$ cat src/rtl/slice_alu8_pkg.sv
package slice_alu8_pkg;

  typedef enum logic [3:0] {
    OP_NONE,
    OP_ADD,
    OP_SUB,
    OP_DBL,
    OP_AND,
    OP_OR,
    OP_XOR,
    OP_NOTA,
    OP_NOTB
  } alu_op_e;

  typedef struct packed {
    logic zero;
    logic sign;
    logic carry;
  } alu_flags_t;

endpackage

$ cat src/rtl/slice_alu8_decode.sv
module slice_alu8_decode
  import slice_alu8_pkg::*;
(
  input  logic [3:0] fsel,
  input  logic       logic_mode,
  output alu_op_e    op,
  output logic       op_valid,
  output logic       op_arith
);
  // control codes as {mode, select}
  localparam logic [4:0] C_ADD  = 5'b0_1001;
  localparam logic [4:0] C_SUB  = 5'b0_0110;
  localparam logic [4:0] C_DBL  = 5'b0_1100;
  localparam logic [4:0] C_AND  = 5'b1_1011;
  localparam logic [4:0] C_OR   = 5'b1_1110;
  localparam logic [4:0] C_XOR  = 5'b1_0110;
  localparam logic [4:0] C_NOTA = 5'b1_0000;
  localparam logic [4:0] C_NOTB = 5'b1_0101;

  always_comb begin
    case ({logic_mode, fsel})
      C_ADD:   op = OP_ADD;
      C_SUB:   op = OP_SUB;
      C_DBL:   op = OP_DBL;
      C_AND:   op = OP_AND;
      C_OR:    op = OP_OR;
      C_XOR:   op = OP_XOR;
      C_NOTA:  op = OP_NOTA;
      C_NOTB:  op = OP_NOTB;
      default: op = OP_NONE;
    endcase
  end

  assign op_valid = (op != OP_NONE);
  assign op_arith = (op == OP_ADD) || (op == OP_SUB) || (op == OP_DBL);

endmodule

$ cat src/rtl/slice_alu8_arith.sv
module slice_alu8_arith
  import slice_alu8_pkg::*;
#(
  parameter int W       = 8,
  parameter int SLICE_W = 4
) (
  input  logic [W-1:0] opa,
  input  logic [W-1:0] opb,
  input  alu_op_e      op,
  input  logic         carry_in_n,
  output logic [W-1:0] sum,
  output logic         cout
);
  localparam int NSL = W / SLICE_W;

  logic [W-1:0] addend;
  logic [NSL:0] chain;

  always_comb begin
    case (op)
      OP_ADD:  addend = opb;
      OP_SUB:  addend = ~opb;
      OP_DBL:  addend = opa;
      default: addend = '0;
    endcase
  end

  assign chain[0] = ~carry_in_n;

  for (genvar g = 0; g < NSL; g++) begin : g_slice
    logic [SLICE_W:0] part;
    assign part = {1'b0, opa[g*SLICE_W +: SLICE_W]}
                + {1'b0, addend[g*SLICE_W +: SLICE_W]}
                + {{SLICE_W{1'b0}}, chain[g]};
    assign sum[g*SLICE_W +: SLICE_W] = part[SLICE_W-1:0];
    assign chain[g+1] = part[SLICE_W];
  end

  assign cout = chain[NSL];

endmodule

$ cat src/rtl/slice_alu8_logic.sv
module slice_alu8_logic
  import slice_alu8_pkg::*;
#(
  parameter int W = 8
) (
  input  logic [W-1:0] opa,
  input  logic [W-1:0] opb,
  input  alu_op_e      op,
  output logic [W-1:0] out
);
  always_comb begin
    case (op)
      OP_AND:  out = opa & opb;
      OP_OR:   out = opa | opb;
      OP_XOR:  out = opa ^ opb;
      OP_NOTA: out = ~opa;
      OP_NOTB: out = ~opb;
      default: out = '0;
    endcase
  end

endmodule

$ cat src/rtl/slice_alu8_flagreg.sv
module slice_alu8_flagreg
  import slice_alu8_pkg::*;
#(
  parameter int W = 8
) (
  input  logic         clk,
  input  logic         rst,
  input  logic         load,
  input  logic         op_valid,
  input  logic         op_arith,
  input  logic [W-1:0] res,
  input  logic         cout,
  output alu_flags_t   flags
);
  alu_flags_t next_f;

  always_comb begin
    next_f.zero  = ~|res;
    next_f.sign  = res[W-1];
    next_f.carry = op_arith & cout;
  end

  always_ff @(posedge clk) begin
    if (rst)
      flags <= '0;
    else if (load && op_valid)
      flags <= next_f;
  end

endmodule

$ cat src/rtl/slice_alu8.sv
module slice_alu8
  import slice_alu8_pkg::*;
#(
  parameter int W       = 8,
  parameter int SLICE_W = 4
) (
  input  logic         clk,
  input  logic         rst,
  input  logic [W-1:0] opa,
  input  logic [W-1:0] opb,
  input  logic [3:0]   fsel,
  input  logic         logic_mode,
  input  logic         carry_in_n,
  input  logic         flag_load,
  output logic [W-1:0] result,
  output logic         flag_zero,
  output logic         flag_sign,
  output logic         flag_carry
);
  alu_op_e      op;
  logic         op_valid;
  logic         op_arith;
  logic [W-1:0] arith_sum;
  logic         arith_cout;
  logic [W-1:0] logic_out;
  alu_flags_t   flags;

  slice_alu8_decode u_dec (
    .fsel       (fsel),
    .logic_mode (logic_mode),
    .op         (op),
    .op_valid   (op_valid),
    .op_arith   (op_arith)
  );

  slice_alu8_arith #(.W(W), .SLICE_W(SLICE_W)) u_arith (
    .opa        (opa),
    .opb        (opb),
    .op         (op),
    .carry_in_n (carry_in_n),
    .sum        (arith_sum),
    .cout       (arith_cout)
  );

  slice_alu8_logic #(.W(W)) u_logic (
    .opa (opa),
    .opb (opb),
    .op  (op),
    .out (logic_out)
  );

  always_comb begin
    if (!op_valid)     result = '0;
    else if (op_arith) result = arith_sum;
    else               result = logic_out;
  end

  slice_alu8_flagreg #(.W(W)) u_flags (
    .clk      (clk),
    .rst      (rst),
    .load     (flag_load),
    .op_valid (op_valid),
    .op_arith (op_arith),
    .res      (result),
    .cout     (arith_cout),
    .flags    (flags)
  );

  assign flag_zero  = flags.zero;
  assign flag_sign  = flags.sign;
  assign flag_carry = flags.carry;

endmodule

$ cat config.mk
export PLATFORM = sky130hd
export DESIGN_NAME = slice_alu8
export DESIGN_NICKNAME = d
export VERILOG_FILES = /design/src/rtl/slice_alu8_pkg.sv /design/src/rtl/slice_alu8_decode.sv /design/src/rtl/slice_alu8_arith.sv /design/src/rtl/slice_alu8_logic.sv /design/src/rtl/slice_alu8_flagreg.sv /design/src/rtl/slice_alu8.sv
export SDC_FILE = /design/constraint.sdc
export NUM_CORES = 1
export LEC_CHECK = 0
export BUFFER_PORTS_ARGS = -buffer_cell sky130_fd_sc_hd__buf_2
export CAP_MARGIN = 20
export CORE_MARGIN = 8
export CORE_UTILIZATION = 45
export DETAILED_ROUTE_END_ITERATION = 12
export PLACE_DENSITY = 0.76
export SLEW_MARGIN = 10
export SYNTH_ARGS = -nofsm -noshare
export SYNTH_HDL_FRONTEND = slang
export SYNTH_SLANG_ARGS = --single-unit
$ cat constraint.sdc
create_clock -name clk -period 7.7 [get_ports clk]
set_clock_uncertainty 0.15 [all_clocks]
set_input_delay 1.54 -clock clk [delete_from_list [all_inputs] [get_ports clk]]
set_output_delay 1.54 -clock clk [all_outputs]
set_load 0.02 [all_outputs]
# == Word level (Yosys, flattened, before mapping) ==
# Memories as Yosys holds them, arrays and structs flattened.
# Index checks and enable logic that the tools add are counted.
# word_totals
romBits,128
register_bits,3
inputBits,25
latchBits,0
mem_count,1
mem_bits_rw,0
out_inout_bits,11
# op_classes
bitwise_logic,7
n_addsub,4
n_lt_le_gt_ge,0
mux,4
n_eq_ne,8
reduce_logical,6
n_div,0
mul,0
shift,0
# mem_list
memory,words,width,read_ports,rd_clocked_by_memory_dff,wr,line,text
(no name shown),32,4,1,0,0,slice_alu8_decode.sv:21,"case ({logic_mode, fsel})"
# ops
cell,n
$pmux 8 s5,1
$pmux 8 s3,1
$eq 4x3->1 const B,4
$mux 8,2
$not 8->8,2
$add 4x4->5,2
$add 5x1->5,2
$and 8x8->8,1
$eq 4x2->1 const B,2
$or 8x8->8,1
$reduce_or 8->1,1
$xor 8x8->8,1
$eq 4x1->1 const B,1
$eq 4x4->1 const B,1
$reduce_bool 4->1,1
$logic_or 1x1->1,2
$and 1x1->1,1
$logic_and 1x1->1,1
$logic_not 1->1,1
$not 1->1,1

# == Depth between registers and ports, before layout ==
# Gate-level depths: netlist of the first run.
# An unclocked memory read counts as a cell.
# logic_depth
depth_word,10
depth_mapped,18
mapped_depth_nobuf,16

# == By module ==
# A second synthesis of the first run with hierarchy kept.
# hier_totals
cells_unflattened,191
hier_area_um2,1516.5
# by_module_without_submodules
module,n_inst,cells_per_inst,area_per_inst_um2
slice_alu8_logic,1,83,610.6
slice_alu8_arith,1,47,415.4
slice_alu8_decode,1,30,217.7
slice_alu8,1,17,141.4
slice_alu8_flagreg,1,14,131.4

# == Worst setup path after synthesis of the first run ==
# Ideal clock, no wire load.
# synth_timing
path_type,input port to output port
startpoint,input port logic_mode
endpoint,output port result[5]
path_stages,13
t_arrival_ns,5.085
required_ns,6.010
setup_slack_ns,0.925
path_cell_list,buf_2 clkbuf_1 nor4_1 a221oi_1 fa_1 fa_1 nor2b_1 o21ai_0 nand2b_1 fa_1 fa_1 nor3b_1 a2111o_1
# synth_via
elab_chain_cells,8
word_cells_on_any_way,20
cone_classes,add/sub: 4; eq/ne: 8; mux: 4; reduce/logical: 3; memory: 1
# synth_lines
element,line,text
"start, declared",slice_alu8.sv:12,"input logic logic_mode,"
$mem_v2 32x4 *,n/a,
$eq 4x2->1 or $eq 4x1->1 (tied branches),"slice_alu8_decode.sv:35, slice_alu8_arith.sv:20",
$pmux 8 s3,slice_alu8_arith.sv:20,case (op)
$add 4x4->5,slice_alu8_arith.sv:33,"+ {1'b0, addend[g*SLICE_W +: SLICE_W]}"
$add 5x1->5 (2 in series),slice_alu8_arith.sv:34,"+ {{SLICE_W{1'b0}}, chain[g]};"
$mux 8,slice_alu8.sv:54,else if (op_arith) result = arith_sum;
$mux 8 *,slice_alu8.sv:53,if (!op_valid) result = '0;
"end, declared",slice_alu8.sv:15,"output logic [W-1:0] result,"
# Every way passes the cells marked *; elsewhere a longest branch is shown, timed or not.

# == Final worst setup path of the first run ==
# layout_timing
startpoint,input port fsel[0]
endpoint,output port result[5]
# layout_via
elab_chain_cells,8
word_cells_on_any_way,20
cone_classes,add/sub: 4; eq/ne: 8; mux: 4; reduce/logical: 3; memory: 1
# layout_lines
element,line,text
"start, declared",slice_alu8.sv:11,"input logic [3:0] fsel,"
$mem_v2 32x4 *,n/a,
$eq 4x2->1 or $eq 4x1->1 (tied branches),"slice_alu8_decode.sv:35, slice_alu8_arith.sv:20",
$pmux 8 s3,slice_alu8_arith.sv:20,
$add 4x4->5,slice_alu8_arith.sv:33,
$add 5x1->5 (2 in series),slice_alu8_arith.sv:34,
$mux 8,slice_alu8.sv:54,
$mux 8 *,slice_alu8.sv:53,
# Marks and branches as above.

==> impl_metrics.csv, run 1 <==
group,metric,value,unit
synth,synth_top_area_share,0.194,
floorplanning,io_pins,36,
timing,fin_setup_tns,0,ns
synth,synthCells,186,
power,power.switching,0.0000517,W
layout,regMostFlops,"u_flags.flags",
floorplanning,die-area,0.00520,mm2
power,p_per_area,71.1,mW/mm2
timing,setup_viol,0,
cts,postCtsSetupBuffers,0,
layout,multi_input_area,0.00121,mm2
power,power_leakage,0.815,nW
floorplanning,std_cell_rows,20,
global_route,grt_pass1_vias,1389,
timing,fmax,142,MHz
worst_setup_path,startpoint_type,"primary input",
power,max-vdd-ir-drop,0.0217,mV
cts,cts_sinks,3,
global_route,grt_util_all_layers,0.154,
synth,syn_area_per_cell,7.62,um2
worst_setup_path,worstPathMaxFanout,14,
placement,gp_congestion,0.927,
status,outcome,"finished, final reports clean",
routing,firstDrtPassIters,4,
routing,drc,0,
global_route,antenna_found_initial,0,
placement,hpwl,3260,um
synth,synth_edf_count,0,
worst_hold_path,hold_path_class,"reg2reg",
global_route,grt-ovfl-total,0,
power,power.internal,0.0000636,W
timing,finalCritPeriodShare,0.913,
timing,rsz0062_at_grt,"no",
timing,slew_headroom,0.356,
synth,yosysTopAreaCell,"ha_1",
global_route,grt_pass1_wl,6570,um
layout,largest_reg_flops,3,
layout,postLayoutCellArea,0.00162,mm2
cts,clk_latency,0.23,ns
synth,yosysSeqAreaShare,0.0424,
routing,vias,1524,
routing,vias_per_cell,5.84,
synth,synthTopCellsByArea,"ha_1 (19%), inv_1 (5.8%), fa_1 (5.6%)",
power,p_sw_frac,0.449,
global_route,grt_max_degree,22,
synth,postSynth.asyncResetShare,0,
worst_setup_path,end_kind,"output port",
layout,fillers,315,
synth,ys_ff_latch,3,
placement,dpl_cell_area,0.00160,mm2
routing,first_iter_violations,94,
synth,synth_cell_types,54,
placement,io_buffers,35,
synth,ys.flop_type,"dfxtp_1",
layout,diodes,0,
cts,clk_path_buf_depth,2,
cts,htreeDepth,1,
timing,hold_violations,0,
worst_setup_path,critPathRequiredTime,6.01,ns
cts,cts_tree,"done",
layout,drive_gt1_frac,0.217,
layout,nets,269,
cts,post_cts_resize_count,0,
timing,worst_slew_pin_slew,0.941,ns
layout,final_common_cell,"buf_2",
cts,clkSlewWorstSetupHoldPaths,0.04,ns
flow_run,max-cap-violations,0,
layout,regArea,60.1,um2
routing,wl_per_cell,15.9,um
cts,holdBufCountCts,0,
floorplanning,start_util,0.468,
floorplanning,dieHeight,72.1,um
floorplanning,fp.dieW,72.1,um
cts,numCtsBuffers,3,
layout,top_regs,"u_flags.flags (3)",
timing,fin_crit,7.03,ns
power,p_seq_frac,0.142,
synth,syn-cell-area,0.00142,mm2
synth,syn-num-nets,237,
cts,clockRootBuffer,"clkbuf_4",
timing,final-max-slew-violation-count,0,
power,p_clk_frac,0.236,
layout,area_growth,14.4,%
layout,mostFrequentLayoutCells,"buf_2 (35), inv_1 (22), ha_1 (22), nor2_1 (20), a21oi_1 (8)",
worst_setup_path,arrival,5.34,ns
power,p_comb_frac,0.622,
routing,drt-total-wl,4150,um
synth,ys_warn_count,0,
worst_setup_path,crit_type,"in2out",
timing,holdWs,0.327,ns
routing,antenna_left,0,
floorplanning,core_area,0.00303,mm2
final timing paths:
kind                         start               end  slack (ns)  depth (start not counted)
hold / removal    u_flags.flags[2]  u_flags.flags[2]        0.33                          2
setup reg to reg  u_flags.flags[1]  u_flags.flags[1]        6.87                          3
setup / recovery           fsel[0]         result[5]        0.67                         16
hold reg to reg   u_flags.flags[2]  u_flags.flags[2]        0.33                          2
worst max-delay path, cell delays in order:
cell	delay, ns
buf_2	0.24
nor2b_1	0.56
nand2_1	0.15
nor2_1	0.11
buf_4	0.17
a221oi_1	0.11
fa_1	0.44
fa_1	0.41
nor2b_1	0.11
o21ai_0	0.07
nand2b_1	0.09
fa_1	0.23
fa_1	0.42
nor3b_1	0.15
a2111o_1	0.36
buf_2	0.17
logic make-up after synthesis:
| group | Yosys count | share of synthesized area |
|---|---|---|
| compound gates | 55 | 0.307 |
| xor+xnor | 5 | 0.0309 |
| fa+ha+maj | 26 | 0.251 |
| buf+inv | 32 | 0.106 |
| flops | 3 | 0.0424 |
| mux | 1 | 0.00794 |
| simple gates | 64 | 0.255 |
layer usage:
metal | global-route usage | vias up | part of all wire
met2 | 0.238 | 60 | 0.45
met3 | 0.0275 | 8 | 0.094
met1 | 0.207 | 705 | 0.44
li1 | - | 751 | -
met5 | 0 | - | 0
met4 | 0.0544 | 0 | 0.014
through the flow:
stage	setup WS [ns]	util	power (W)	instances
floorplan	0.925	-	0.0000642	186
global placement	0.843	0.527	0.0000866	257
detailed placement	0.699	0.527	0.0000874	257
CTS	0.698	0.536	0.000116	261
global route	0.388	0.536	0.000124	261
finish	0.666	0.536	0.000115	261
power by group through the flow:
stage,clock (W),sequential (W),combinational (W)
2_1_floorplan,0,0.0000172,0.0000470
3_3_place_gp,0,0.0000166,0.0000700
3_5_place_dp,0,0.0000166,0.0000708
4_1_cts,0.0000285,0.0000163,0.0000712
5_1_grt,0.0000284,0.0000164,0.0000793
6_report,0.0000272,0.0000163,0.0000718
layout make-up:
class                   count  area share
well taps                  44      0.0340
clock buffers               4      0.0162
flip-flops and latches      3      0.0370
inverters                  22      0.0509
multi-input cells         151       0.745
repair buffers             37       0.117
synthesized netlist by cell type (all sizes together), types with 5 or more instances:
cell,n
inv,22
nor2,20
nand2,5
a21oi,8
nor2b,6
buf,8
a221o,6
ha,22
a22oi,7
nand3b,5
No activity file was read; power rests on OpenSTA's default activity.
==> run 2, diff against run 1 <==
- CTS_BUF_LIST: unset -> sky130_fd_sc_hd__clkbuf_2 sky130_fd_sc_hd__clkbuf_4 sky130_fd_sc_hd__clkbuf_8
==> run 2 against run 1 <==
  * Global-route usage unchanged
  * Die area unchanged
  * Cell area up 0.23%
==> impl_metrics.csv, run 2 (same netlist as run 1, synthesis figures left out) <==
group,metric,value,unit
status,outcome,"finished, final reports clean",
placement,io_buffers,35,
placement,dp.cells,257,
cts,holdBufCountCts,0,
cts,clk_latency,0.23,ns
cts,cts_sinks,3,
floorplanning,std_cell_rows,20,
routing,drc,0,
floorplanning,io_pins,36,
worst_setup_path,cpMostUsedCell,"fa_1",
global_route,grt_util_met3,0.0275,
worst_hold_path,hold_path_class,"reg2reg",
floorplanning,die-area,0.00520,mm2
global_route,grt_max_degree,22,
power,p_per_area,73.1,mW/mm2
cts,clockRootBuffer,"clkbuf_4",
timing,slew_headroom,0.355,
power,power_leakage,0.819,nW
layout,diodes,0,
worst_setup_path,crit_buf_inv,3,
flow_run,max-cap-violations,0,
cts,numCtsBuffers,3,
global_route,grt_pass1_vias,1389,
routing,drt-total-wl,4140,um
timing,setup_viol,0,
worst_setup_path,cp_top_family,"adder cells",
global_route,grt_util_all_layers,0.154,
floorplanning,dieHeight,72.1,um
timing,hold_violations,0,
layout,top_regs,"u_flags.flags (3)",
floorplanning,start_util,0.468,
timing,finalCritPeriodShare,0.913,
placement,hpwl,3260,um
routing,vias,1530,
cts,clk_path_buf_depth,2,
worst_setup_path,critPathRequiredTime,6.01,ns
worst_setup_path,worstPathMaxFanout,14,
cts,htreeDepth,1,
layout,drive_gt1_frac,0.221,
timing,fin_crit,7.03,ns
routing,vias_per_cell,5.86,
layout,fillers,315,
routing,first_iter_violations,94,
worst_setup_path,arrival,5.34,ns
cts,clkSlewWorstSetupHoldPaths,0.04,ns
worst_setup_path,crit_type,"in2out",
cts,cts_tree,"done",
worst_setup_path,slowest_delay,0.55,ns
global_route,use_met1,0.207,
routing,antenna_left,0,
global_route,grt-ovfl-total,0,
global_route,grt_pass1_wl,6570,um
worst_setup_path,end_kind,"output port",
placement,gp_congestion,0.927,
layout,area_growth,14.7,%
global_route,antenna_found_initial,0,
timing,final-max-slew-violation-count,0,
layout,regMostFlops,"u_flags.flags",
layout,mostFrequentLayoutCells,"buf_2 (35), inv_1 (22), ha_1 (22), nor2_1 (20), a21oi_1 (8)",
cts,post_cts_resize_count,0,
timing,rsz0062_at_grt,"no",
layout,layout.cells.non_filler,261,
global_route,grt.busiest_layer,"met2",
timing,worst_slew_pin_slew,0.944,ns
cts,postCtsSetupBuffers,0,
floorplanning,core_area,0.00303,mm2
layout,nets,269,
worst_setup_path,path_cells,"buf_2 > nor2b_1 > nand2_1 > nor2_1 > buf_4 > a221oi_1 > fa_1 > fa_1 > nor2b_1 > o21ai_0 > nand2b_1 > fa_1 > fa_1 > nor3b_1 > a2111o_1 > buf_2",
timing,fmax,142,MHz
floorplanning,fp.dieW,72.1,um
routing,wl_per_cell,15.9,um
layout,final_common_cell,"buf_2",
routing,firstDrtPassIters,4,
worst_setup_path,worst_path_max_delay_cell,"nor2b_1",
worst_setup_path,startpoint_type,"primary input",
layout,largest_reg_flops,3,
power,max-vdd-ir-drop,0.0252,mV
global_route,grt_use_met2,0.238,
timing,fin_setup_tns,0,ns
[run 2: path summary, 6_finish.rpt]
kind / to / startpoint / depth (start not counted) / slack [ns]
setup / recovery: result[5] / fsel[0] / 16 / 0.67
hold / removal: u_flags.flags[2] / u_flags.flags[2] / 2 / 0.33
setup reg to reg: u_flags.flags[1] / u_flags.flags[1] / 3 / 6.88
hold reg to reg: u_flags.flags[2] / u_flags.flags[2] / 2 / 0.33
[run 2: tightest hold or removal path, stage by stage (launching register included)]
cell	delay (ns)
dfxtp_1	0.30
nand3b_1	0.07
o21ai_1	0.06
[run 2: metal layers]
layer	vias to the layer above	part of all wire	wire length, um
li1	754	-	-
met1	702	0.43	1790
met2	66	0.45	1880
met3	8	0.10	417
met4	0	0.014	59
met5	-	0	0
[run 2: final cells by class]
cell class / count / area (um2) / share of cell area
timing repair buffer: 37 / 190 / 0.117
clock buffer: 4 / 30.0 / 0.0185
multi-input combinational: 151 / 1210 / 0.743
sequential: 3 / 60.1 / 0.0370
inverter: 22 / 82.6 / 0.0508
tap: 44 / 55.1 / 0.0339
[run 2: power by group]
part	switching, W	total [W]	internal (W)
sequential	0.000000202	0.0000163	0.0000161
clock	0.00000783	0.0000307	0.0000229
combinational	0.0000437	0.0000718	0.0000281
[run 2: per-stage QoR]
stage	util	power (W)	setup slack, ns	instance area (um2)	hold slack (ns)
2_1_floorplan	-	0.0000642	0.925	1420	0.401
3_3_place_gp	0.527	0.0000866	0.843	1600	0.315
3_5_place_dp	0.527	0.0000874	0.699	1600	0.324
4_1_cts	0.537	0.000119	0.698	1630	0.334
5_1_grt	0.537	0.000127	0.388	1630	0.342
6_report	0.537	0.000119	0.673	1630	0.330
==> run 3, diff against run 2 <==
- PLACE_DENSITY: 0.76 -> 0.79
- SYNTH_HIERARCHICAL: unset -> 1
==> run 3 against run 2 <==
  * Utilization down 0.80 points
  * Synthesized cell count up 2.7%
  * Sequential share of layout area down 0.24 points
  * Largest cell class unchanged
==> impl_metrics.csv, run 3 <==
group,metric,value,unit
status,outcome,"finished, final reports clean",
cts,htreeDepth,1,
synth,syn-num-nets,242,
synth,postSynth.asyncResetShare,0,
layout,nets,275,
timing,slew_headroom,0.493,
placement,io_buffers,35,
synth,syn_area_per_cell,7.94,um2
layout,diodes,0,
flow_run,max-cap-violations,0,
timing,worst_slew_pin_slew,0.759,ns
layout,final_common_cell,"buf_2",
placement,dp.cells,264,
synth,synthTopCellsByArea,"ha_1 (18%), mux2i_1 (9.2%), o221ai_1 (7.5%)",
power,power_leakage,0.835,nW
worst_setup_path,r2r_slack,6.97,ns
worst_setup_path,startpoint_type,"primary input",
global_route,grt_pass1_vias,1514,
floorplanning,std_cell_rows,21,
cts,clockRootBuffer,"clkbuf_4",
floorplanning,die-area,0.00548,mm2
synth,yosysMostFrequentCell,"ha_1",
timing,hold_violations,0,
power,p_per_area,78.7,mW/mm2
synth,yosysSeqAreaShare,0.0396,
routing,drc,0,
layout,drive_gt1_frac,0.233,
cts,clkSlewWorstSetupHoldPaths,0.04,ns
cts,cts_tree,"done",
timing,final-max-slew-violation-count,0,
worst_hold_path,worst_hold_path.endpoint,"u_flags/flags[0]",
timing,fin_setup_tns,0,ns
floorplanning,core_area,0.00328,mm2
worst_setup_path,critPathRequiredTime,6.01,ns
synth,yosys-top-cells-count,"ha_1 (22), inv_1 (20), a21oi_1 (15), mux2i_1 (14)",
placement,place_ws,0.708,ns
cts,clk_path_buf_depth,2,
global_route,antenna_found_initial,0,
synth,synthCells,191,
global_route,grt-ovfl-total,0,
synth,syn-cell-area,0.00152,mm2
global_route,grt_pass1_wl,6500,um
worst_setup_path,reg2reg_from,"u_flags/flags[2]",
layout,top_regs,"u_flags/flags (3)",
layout,regMostFlops,"u_flags/flags",
worst_setup_path,crit_type,"in2out",
floorplanning,start_util,0.462,
timing,setup_ws,0.690,ns
worst_setup_path,startpoint,"fsel[2]",
cts,post_cts_resize_count,0,
timing,fin_crit,7.01,ns
synth,yosysTopAreaCell,"ha_1",
routing,vias,1494,
routing,antenna_left,0,
global_route,grt_util_all_layers,0.142,
worst_hold_path,hold_path_class,"reg2reg",
worst_setup_path,end_kind,"output port",
timing,finalCritPeriodShare,0.910,
routing,firstDrtPassIters,6,
synth,ys_ff_latch,3,
routing,wl_per_cell,13.7,um
floorplanning,dieHeight,74.1,um
cts,holdBufCountCts,0,
cts,numCtsBuffers,3,
routing,vias_per_cell,5.55,
synth,ys.flop_type,"dfxtp_1",
synth,synth_edf_count,0,
worst_setup_path,arrival,5.32,ns
placement,gp_congestion,0.824,
cts,cts_sinks,3,
timing,setup_viol,0,
timing,rsz0062_at_grt,"no",
floorplanning,fp.dieW,74.1,um
placement,hpwl,2930,um
routing,first_iter_violations,75,
worst_hold_path,worstHoldPathCells,2,
timing,fmax,143,MHz
synth,ys_warn_count,6,
layout,largest_reg_flops,3,
cts,postCtsSetupBuffers,0,
layout,mostFrequentLayoutCells,"buf_2 (35), ha_1 (22), inv_1 (20), a21oi_1 (15), mux2i_1 (14)",
synth,synth_top_area_share,0.182,
cts,clk_latency,0.24,ns
synth,synth_cell_types,46,
power,max-vdd-ir-drop,0.0395,mV
worst_setup_path,rr_worst_depth,2,
worst_setup_path,worstPathMaxFanout,10,
floorplanning,io_pins,36,
layout,fillers,331,
power,fin_total_pwr,0.000137,W
layout,layout.cells.non_filler,269,
worst_setup_path,r2r_end,"u_flags/flags[2]",
layout,area_growth,14.5,%
worst_hold_path,min-delay-start,"u_flags/flags[0]",
global_route,grt_max_degree,22,
routing,drt-total-wl,3670,um
run 3: cells by family after synthesis:
group	share of synthesized area
compound gates	0.257
xor+xnor	0.0347
flops	0.0396
fa+ha+maj	0.234
buf+inv	0.102
mux	0.0924
simple gates	0.239
run 3: worst max-delay path by stage:
stage	cells past startpoint	end	slack, ns
2_1_floorplan	16	result[6]	0.83
3_3_place_gp	18	result[6]	0.77
3_5_place_dp	18	result[6]	0.71
4_1_cts	18	result[6]	0.69
5_1_grt	16	result[6]	0.47
6_report	18	result[6]	0.69
run 3: worst max-delay path, stage by stage:
cell and delay, ns:
buf_2 0.15, nor2b_2 0.20, a21o_1 0.17, a22o_1 0.32
inv_1 0.24, a21oi_1 0.10, o211ai_1 0.12, fa_1 0.20
inv_1 0.07, fa_1 0.41, a21o_2 0.23, a21o_1 0.18
fa_1 0.39, fa_1 0.41, xor2_1 0.16, mux2i_1 0.10
nor2b_1 0.15, buf_2 0.19
run 3: routing by layer:
| layer | part of all wire | GRT usage | up-vias |
|---|---|---|---|
| met1 | 0.47 | 0.178 | 687 |
| met4 | 0 | 0.0155 | 0 |
| li1 | - | - | 772 |
| met2 | 0.48 | 0.255 | 35 |
| met5 | 0 | 0 | - |
| met3 | 0.044 | 0.0216 | 0 |
run 3: where the power goes:
| part | switching [W] | internal [W] |
|---|---|---|
| clock | 0.00000915 | 0.0000230 |
| combinational | 0.0000491 | 0.0000390 |
| sequential | 0.000000243 | 0.0000161 |
run 3: layout make-up:
| cell class | instances | area, um2 | area share |
|---|---|---|---|
| multi-input cells | 157 | 1310 | 0.754 |
| repair buffers | 39 | 205 | 0.118 |
| clock buffers | 4 | 30.0 | 0.0173 |
| flip-flops and latches | 3 | 60.1 | 0.0346 |
| well taps | 46 | 57.6 | 0.0331 |
| inverters | 20 | 75.1 | 0.0432 |
run 3: stage by stage:
step	hold slack [ns]	area, um2	utilization
2_1_floorplan	0.373	1520	-
3_3_place_gp	0.287	1700	0.517
3_5_place_dp	0.292	1700	0.517
4_1_cts	0.293	1730	0.526
5_1_grt	0.344	1740	0.529
6_report	0.292	1740	0.529
